`src/rtl/rtc_shadow_pkg.sv`:
```
package rtc_shadow_pkg;

    localparam int DATA_W = 8;
    localparam int ADDR_W = 4;

    // one byte per field, packed BCD
    typedef struct packed {
        logic [DATA_W-1:0] cent;
        logic [DATA_W-1:0] year;
        logic [DATA_W-1:0] mon;
        logic [DATA_W-1:0] wday;
        logic [DATA_W-1:0] mday;
        logic [DATA_W-1:0] hour;
        logic [DATA_W-1:0] min;
        logic [DATA_W-1:0] sec;
    } rtc_cal_t;

    typedef enum logic [1:0] {
        ST_RUN  = 2'd0,
        ST_COPY = 2'd1,
        ST_HOLD = 2'd2,
        ST_LOAD = 2'd3
    } rtc_xfer_e;

    localparam logic [ADDR_W-1:0] A_SEC  = 4'h0;
    localparam logic [ADDR_W-1:0] A_MIN  = 4'h2;
    localparam logic [ADDR_W-1:0] A_HOUR = 4'h4;
    localparam logic [ADDR_W-1:0] A_MDAY = 4'h6;
    localparam logic [ADDR_W-1:0] A_WDAY = 4'h8;
    localparam logic [ADDR_W-1:0] A_MON  = 4'h9;
    localparam logic [ADDR_W-1:0] A_YEAR = 4'hA;
    localparam logic [ADDR_W-1:0] A_CENT = 4'hB;
    localparam logic [ADDR_W-1:0] A_CTRL = 4'hE;

    localparam int INH_BIT    = 3;
    localparam int FROZEN_BIT = 7;

    localparam rtc_cal_t CAL_RESET = {8'h20, 8'h00, 8'h01, 8'h01,
                                      8'h01, 8'h00, 8'h00, 8'h00};

    // {wrap, next}: wraps to lo once value reaches hi
    function automatic logic [DATA_W:0] bcd_step(input logic [DATA_W-1:0] v,
                                                 input logic [DATA_W-1:0] hi,
                                                 input logic [DATA_W-1:0] lo);
        logic [DATA_W:0] r;
        if (v >= hi)
            r = {1'b1, lo};
        else if (v[3:0] >= 4'd9)
            r = {1'b0, v[7:4] + 4'd1, 4'h0};
        else
            r = {1'b0, v + 8'd1};
        return r;
    endfunction

    // a BCD pair is a multiple of 4 when ones + 2*tens[0] is
    function automatic logic bcd_div4(input logic [DATA_W-1:0] v);
        logic [3:0] s;
        s = v[3:0] + {2'b00, v[4], 1'b0};
        return (s[1:0] == 2'b00);
    endfunction

    function automatic logic is_leap(input logic [DATA_W-1:0] year,
                                     input logic [DATA_W-1:0] cent);
        return (year == 8'h00) ? bcd_div4(cent) : bcd_div4(year);
    endfunction

    function automatic logic [DATA_W-1:0] month_len(input logic [DATA_W-1:0] mon,
                                                    input logic leap);
        logic [DATA_W-1:0] d;
        unique case (mon)
            8'h02:                      d = leap ? 8'h29 : 8'h28;
            8'h04, 8'h06, 8'h09, 8'h11: d = 8'h30;
            default:                    d = 8'h31;
        endcase
        return d;
    endfunction

endpackage

```
`src/rtl/rtc_cal_counter.sv`:
```
module rtc_cal_counter
    import rtc_shadow_pkg::*;
(
    input  logic     clk,
    input  logic     rst_n,
    input  logic     tick,
    input  logic     load,
    input  rtc_cal_t load_val,
    output rtc_cal_t cal
);

    rtc_cal_t        nxt;
    logic [DATA_W:0] s_r, m_r, h_r, d_r, w_r, mo_r, y_r, c_r;
    logic            min_go, hour_go, day_go, mon_go, year_go, cent_go;

    always_comb begin
        s_r  = bcd_step(cal.sec,  8'h59, 8'h00);
        m_r  = bcd_step(cal.min,  8'h59, 8'h00);
        h_r  = bcd_step(cal.hour, 8'h23, 8'h00);
        d_r  = bcd_step(cal.mday, month_len(cal.mon, is_leap(cal.year, cal.cent)), 8'h01);
        w_r  = bcd_step(cal.wday, 8'h07, 8'h01);
        mo_r = bcd_step(cal.mon,  8'h12, 8'h01);
        y_r  = bcd_step(cal.year, 8'h99, 8'h00);
        c_r  = bcd_step(cal.cent, 8'h99, 8'h00);

        min_go  = s_r[DATA_W];
        hour_go = min_go  & m_r[DATA_W];
        day_go  = hour_go & h_r[DATA_W];
        mon_go  = day_go  & d_r[DATA_W];
        year_go = mon_go  & mo_r[DATA_W];
        cent_go = year_go & y_r[DATA_W];

        nxt     = cal;
        nxt.sec = s_r[DATA_W-1:0];
        if (min_go)  nxt.min  = m_r[DATA_W-1:0];
        if (hour_go) nxt.hour = h_r[DATA_W-1:0];
        if (day_go) begin
            nxt.mday = d_r[DATA_W-1:0];
            nxt.wday = w_r[DATA_W-1:0];
        end
        if (mon_go)  nxt.mon  = mo_r[DATA_W-1:0];
        if (year_go) nxt.year = y_r[DATA_W-1:0];
        if (cent_go) nxt.cent = c_r[DATA_W-1:0];
    end

    always_ff @(posedge clk) begin
        if (!rst_n)
            cal <= CAL_RESET;
        else if (load)
            cal <= load_val;
        else if (tick)
            cal <= nxt;
    end

endmodule

```
`src/rtl/rtc_xfer_fsm.sv`:
```
module rtc_xfer_fsm
    import rtc_shadow_pkg::*;
(
    input  logic clk,
    input  logic rst_n,
    input  logic tick,
    input  logic inhibit,
    input  logic dirty,
    output logic copy_en,
    output logic load_en,
    output logic frozen
);

    rtc_xfer_e state, state_nxt;

    always_ff @(posedge clk) begin
        if (!rst_n)
            state <= ST_RUN;
        else
            state <= state_nxt;
    end

    always_comb begin
        state_nxt = state;
        unique case (state)
            ST_RUN: begin
                if (tick)         state_nxt = ST_COPY;
                else if (inhibit) state_nxt = ST_HOLD;
            end
            ST_COPY: begin
                if (tick)         state_nxt = ST_COPY;
                else if (inhibit) state_nxt = ST_HOLD;
                else              state_nxt = ST_RUN;
            end
            ST_HOLD: begin
                if (!inhibit)     state_nxt = dirty ? ST_LOAD : ST_COPY;
            end
            ST_LOAD: state_nxt = ST_RUN;
            default: state_nxt = ST_RUN;
        endcase
    end

    always_comb begin
        copy_en = 1'b0;
        load_en = 1'b0;
        frozen  = 1'b0;
        unique case (state)
            ST_RUN:  ;
            ST_COPY: copy_en = 1'b1;
            ST_HOLD: frozen  = 1'b1;
            ST_LOAD: load_en = 1'b1;
            default: ;
        endcase
    end

endmodule

```
`src/rtl/rtc_user_regs.sv`:
```
module rtc_user_regs
    import rtc_shadow_pkg::*;
(
    input  logic              clk,
    input  logic              rst_n,
    input  logic [ADDR_W-1:0] bus_addr,
    input  logic              bus_wr,
    input  logic              bus_rd,
    input  logic [DATA_W-1:0] bus_wdata,
    output logic [DATA_W-1:0] bus_rdata,
    input  rtc_cal_t          cnt_cal,
    input  logic              copy_en,
    input  logic              load_en,
    input  logic              frozen,
    output rtc_cal_t          user_cal,
    output logic              inhibit,
    output logic              dirty
);

    logic              is_time;
    logic              wr_time;
    logic [DATA_W-1:0] rd_mux;

    always_comb begin
        unique case (bus_addr)
            A_SEC, A_MIN, A_HOUR, A_MDAY,
            A_WDAY, A_MON, A_YEAR, A_CENT: is_time = 1'b1;
            default:                       is_time = 1'b0;
        endcase
    end

    assign wr_time = bus_wr && frozen && is_time;

    always_ff @(posedge clk) begin
        if (!rst_n) begin
            user_cal <= CAL_RESET;
        end else if (copy_en) begin
            user_cal <= cnt_cal;
        end else if (wr_time) begin
            unique case (bus_addr)
                A_SEC:   user_cal.sec  <= bus_wdata;
                A_MIN:   user_cal.min  <= bus_wdata;
                A_HOUR:  user_cal.hour <= bus_wdata;
                A_MDAY:  user_cal.mday <= bus_wdata;
                A_WDAY:  user_cal.wday <= bus_wdata;
                A_MON:   user_cal.mon  <= bus_wdata;
                A_YEAR:  user_cal.year <= bus_wdata;
                A_CENT:  user_cal.cent <= bus_wdata;
                default: ;
            endcase
        end
    end

    always_ff @(posedge clk) begin
        if (!rst_n)
            inhibit <= 1'b0;
        else if (bus_wr && bus_addr == A_CTRL)
            inhibit <= bus_wdata[INH_BIT];
    end

    always_ff @(posedge clk) begin
        if (!rst_n)
            dirty <= 1'b0;
        else if (load_en)
            dirty <= 1'b0;
        else if (wr_time)
            dirty <= 1'b1;
    end

    always_comb begin
        rd_mux = '0;
        unique case (bus_addr)
            A_SEC:  rd_mux = user_cal.sec;
            A_MIN:  rd_mux = user_cal.min;
            A_HOUR: rd_mux = user_cal.hour;
            A_MDAY: rd_mux = user_cal.mday;
            A_WDAY: rd_mux = user_cal.wday;
            A_MON:  rd_mux = user_cal.mon;
            A_YEAR: rd_mux = user_cal.year;
            A_CENT: rd_mux = user_cal.cent;
            A_CTRL: begin
                rd_mux[INH_BIT]    = inhibit;
                rd_mux[FROZEN_BIT] = frozen;
            end
            default: rd_mux = '0;
        endcase
    end

    always_ff @(posedge clk) begin
        if (!rst_n)
            bus_rdata <= '0;
        else if (bus_rd)
            bus_rdata <= rd_mux;
    end

endmodule

```
`src/rtl/rtc_shadow_clock.sv`:
```
module rtc_shadow_clock
    import rtc_shadow_pkg::*;
(
    input  logic              clk,
    input  logic              rst_n,
    input  logic              sec_tick,
    input  logic [ADDR_W-1:0] bus_addr,
    input  logic              bus_wr,
    input  logic              bus_rd,
    input  logic [DATA_W-1:0] bus_wdata,
    output logic [DATA_W-1:0] bus_rdata
);

    rtc_cal_t cnt_cal;
    rtc_cal_t user_cal;
    logic     copy_en;
    logic     load_en;
    logic     frozen;
    logic     inhibit;
    logic     dirty;

    rtc_cal_counter u_cnt (
        .clk      (clk),
        .rst_n    (rst_n),
        .tick     (sec_tick),
        .load     (load_en),
        .load_val (user_cal),
        .cal      (cnt_cal)
    );

    rtc_xfer_fsm u_fsm (
        .clk     (clk),
        .rst_n   (rst_n),
        .tick    (sec_tick),
        .inhibit (inhibit),
        .dirty   (dirty),
        .copy_en (copy_en),
        .load_en (load_en),
        .frozen  (frozen)
    );

    rtc_user_regs u_regs (
        .clk       (clk),
        .rst_n     (rst_n),
        .bus_addr  (bus_addr),
        .bus_wr    (bus_wr),
        .bus_rd    (bus_rd),
        .bus_wdata (bus_wdata),
        .bus_rdata (bus_rdata),
        .cnt_cal   (cnt_cal),
        .copy_en   (copy_en),
        .load_en   (load_en),
        .frozen    (frozen),
        .user_cal  (user_cal),
        .inhibit   (inhibit),
        .dirty     (dirty)
    );

endmodule

```
`config.mk`:
```
export PLATFORM = sky130hd
export DESIGN_NAME = rtc_shadow_clock
export DESIGN_NICKNAME = d
export VERILOG_FILES = /design/src/rtl/rtc_shadow_pkg.sv /design/src/rtl/rtc_cal_counter.sv /design/src/rtl/rtc_xfer_fsm.sv /design/src/rtl/rtc_user_regs.sv /design/src/rtl/rtc_shadow_clock.sv
export SDC_FILE = /design/constraint.sdc
export NUM_CORES = 1
export LEC_CHECK = 0
export BUFFER_PORTS_ARGS = -buffer_cell sky130_fd_sc_hd__buf_2
export CAP_MARGIN = 20
export CORE_ASPECT_RATIO = 0.7
export CORE_MARGIN = 4
export CORE_UTILIZATION = 43
export DETAILED_ROUTE_END_ITERATION = 7
export HOLD_SLACK_MARGIN = 0.06
export PLACE_DENSITY = 0.65
export SKIP_CTS_REPAIR_TIMING = 1
export SYNTH_ARGS = -nofsm -noshare
export SYNTH_HDL_FRONTEND = slang
export SYNTH_SLANG_ARGS = --single-unit
```
`constraint.sdc`:
```
create_clock -name clk -period 4 [get_ports clk]
set_clock_uncertainty 0.1 [all_clocks]
set_input_delay 0.8 -clock clk [delete_from_list [all_inputs] [get_ports clk]]
set_output_delay 0.8 -clock clk [all_outputs]
set_load 0.005 [all_outputs]
```
==> out/metrics.yaml <==
run_status:
  outcome: "finished clean"
synth:
  synth.distinct_cells: 76
  synth_top_area_share_pct: 34.99
  ys_seq_area_share_pct: 34.99
  synth_warnings: 0
  synth_edf_count: 0
  syn-num-nets: 1066
  synth_area_leader_cell: "dfxtp_1"
  async_reset_ff_share_pct: 0
  synth_area_leaders: "dfxtp_1, ha_1, a21oi_1"
  synthesis.area_um2: 8010
  synth_ff_type: "dfxtp_1"
  ys_seq_elements: 140
  syn_inst: 1002
  syn_area_per_cell_um2: 7.994
power_and_ir_drop:
  static-leakage-power_nw: 3.138
  p_per_area_nw_per_um2: 352.2
  power.total_w: 0.003173
  ir_drop_mv: 0.2561
place:
  dp_cells: 1227
  hpwlAfterDp_um: 18720
  port_buffers: 24
  placed_area_um2: 8398
  place_congestion: 0.9167
worst_hold_path:
  worstHoldPathType: "flop to flop"
grt:
  gr-total-overflow: 0
  track_usage_pct: 26.19
  grt_pass1_vias: 7119
  antenna_found_initial: 0
  grt_pass1_wl_um: 42370
  grt_max_degree: 58
route:
  drt-initial-drc-count: 1164
  first_pass_iters: 6
  drc: 0
  antenna_left: 0
  drt_wl_total_um: 27010
  wire_per_inst_um: 21.46
  drt-vias-per-instance: 6.361
  vias: 8008
clock_tree:
  clk_path_buf_depth: 2
  htreeDepth: 4
  cts.sinks: 140
  cts_tree: "yes"
  cts_root_buf: "clkbuf_16"
  clock_latency_ns: 0.43
  cts_buffers: 17
  path_clk_slew_ns: 0.06
timing:
  min_period_ns: 3.737
  fmax_mhz: 267.6
  finalHoldViolCount: 0
  max_slew_margin_pct: 54.41
  hold_slack_ns: 0.3568
  worst-slew-pin-transition_ns: 0.6782
  setup_viol: 0
  timing.final.crit_share_pct: 93.41
  drv_slew: 0
  setup_tns_ns: 0
  rsz0062_at_grt: "no"
finish:
  fin_area_um2: 9011
  area_delta_synth_final_pct: 12.50
  n_antenna_cell: 0
  drive_gt1_share_pct: 11.05
  final_cells: 1259
  fin_nets: 1075
setup_path:
  required_ns: 4.22
  reg2reg_slack_ns: 0.26
  crit_type: "flop to flop"
  start_kind: "flop"
  crit_path_end_kind: "flop"
  worstPathArrival_ns: 3.96
  path_max_fanout: 7
floorplanning:
  boundaryPins: 25
  start_util_pct: 44.11
  fp.dieH_um: 122.2
  num_rows: 41
  die_w_um: 171.1
  dieArea_um2: 20910
  core-area_um2: 18160
flow_run:
  cap_violations: 0
[synthesized netlist by cell type (17+ instances only)]
library cell / number
o21ai_0: 47
ha_1: 47
nand3_1: 21
nand2_1: 140
buf_1: 17
a22oi_1: 75
a21oi_1: 114
nor3_1: 19
inv_1: 38
dfxtp_1: 140
clkbuf_1: 42
nor2_1: 68
a31oi_1: 19
[cells by family after synthesis]
family	count (synthesis)	synth area share (%)
AO/OA/AOI/OAI	350	28.87
AND/OR/NAND/NOR	340	20.92
flip-flops	140	34.99
buffers and inverters	102	4.920
adder cells (fa/ha/maj)	47	7.341
multiplexers	16	2.202
XOR/XNOR	7	0.7654
[stage by stage]
stage / worst slack [ns] / utilization (%)
3_3_place_gp: 0.3754 / 46.25
6_report: 0.2635 / 49.62
3_5_place_dp: 0.2132 / 46.25
5_1_grt: 0.03806 / 49.62
2_1_floorplan: 0.7415 / -
4_1_cts: 0.1470 / 49.50
[area by class of cell]
class | instances | area, um2
clock buffers | 19 | 442.9
clock inverters | 12 | 147.6
fillers | 1773 | 9149
inverters | 39 | 147.6
multi-input cells | 760 | 4837
flip-flops and latches | 140 | 2803
well taps | 236 | 295.3
repair buffers | 53 | 337.8
[flip-flops by register name (all words and copies together), names as in the netlist]
register,flops
u_fsm.state,2
u_regs.dirty,1
u_regs.bus_rdata,8
u_regs.user_cal,64
u_cnt.cal,64
u_regs.inhibit,1
[power breakdown]
| group | internal (W) | total (W) | switching, W |
|---|---|---|---|
| Clock | 0.000987 | 0.00161 | 0.000627 |
| Sequential | 0.00140 | 0.00141 | 0.00000737 |
| Combinational | 0.0000314 | 0.000153 | 0.000121 |
[final timing paths]
check / end / startpoint / cells past startpoint
setup / recovery: u_cnt.cal[59] / u_cnt.cal[52] / 14
hold / removal: u_regs.dirty / u_regs.dirty / 2
setup reg to reg: u_cnt.cal[59] / u_cnt.cal[52] / 14
hold reg to reg: u_regs.dirty / u_regs.dirty / 2
[worst max-delay path, cell delays in order (launching register included)]
cell and delay [ns]:
dfxtp_1 0.48, inv_1 0.13, ha_1 0.21, nor4b_1 0.14
nand3b_1 0.12, nor3_1 0.07, a31oi_1 0.26, mux2i_1 0.14
ha_1 0.28, or4b_1 0.49, a32oi_2 0.25, a41oi_2 0.28
and4_1 0.33, a221oi_1 0.28, nor2_1 0.06
[layer usage]
| layer | track usage (%) | up-vias | share of wire (%) |
|---|---|---|---|
| met5 | 0 | - | 0 |
| met3 | 6.390 | 41 | 12 |
| met2 | 33.95 | 443 | 39 |
| li1 | - | 3737 | - |
| met4 | 5.591 | 0 | 1.6 |
| met1 | 42.52 | 3787 | 47 |
[placed cells by master, fill, tap and decap left out, types with 12 or more instances in the layout]
cell type / Yosys / routed
nor2b_1: 15 / 14
nor3_1: 19 / 19
dfxtp_1: 140 / 140
buf_2: 3 / 24
a22oi_1: 75 / 75
ha_1: 47 / 47
inv_1: 38 / 38
nor2_1: 68 / 68
mux2i_1: 12 / 12
o21ai_0: 47 / 47
a221oi_1: 12 / 12
nand2_1: 140 / 140
nand3_1: 21 / 21
a21oi_1: 114 / 114
a31oi_1: 19 / 19
buf_4: 0 / 29
clkbuf_16: 0 / 17
No activity file was read; power rests on OpenSTA's default activity.
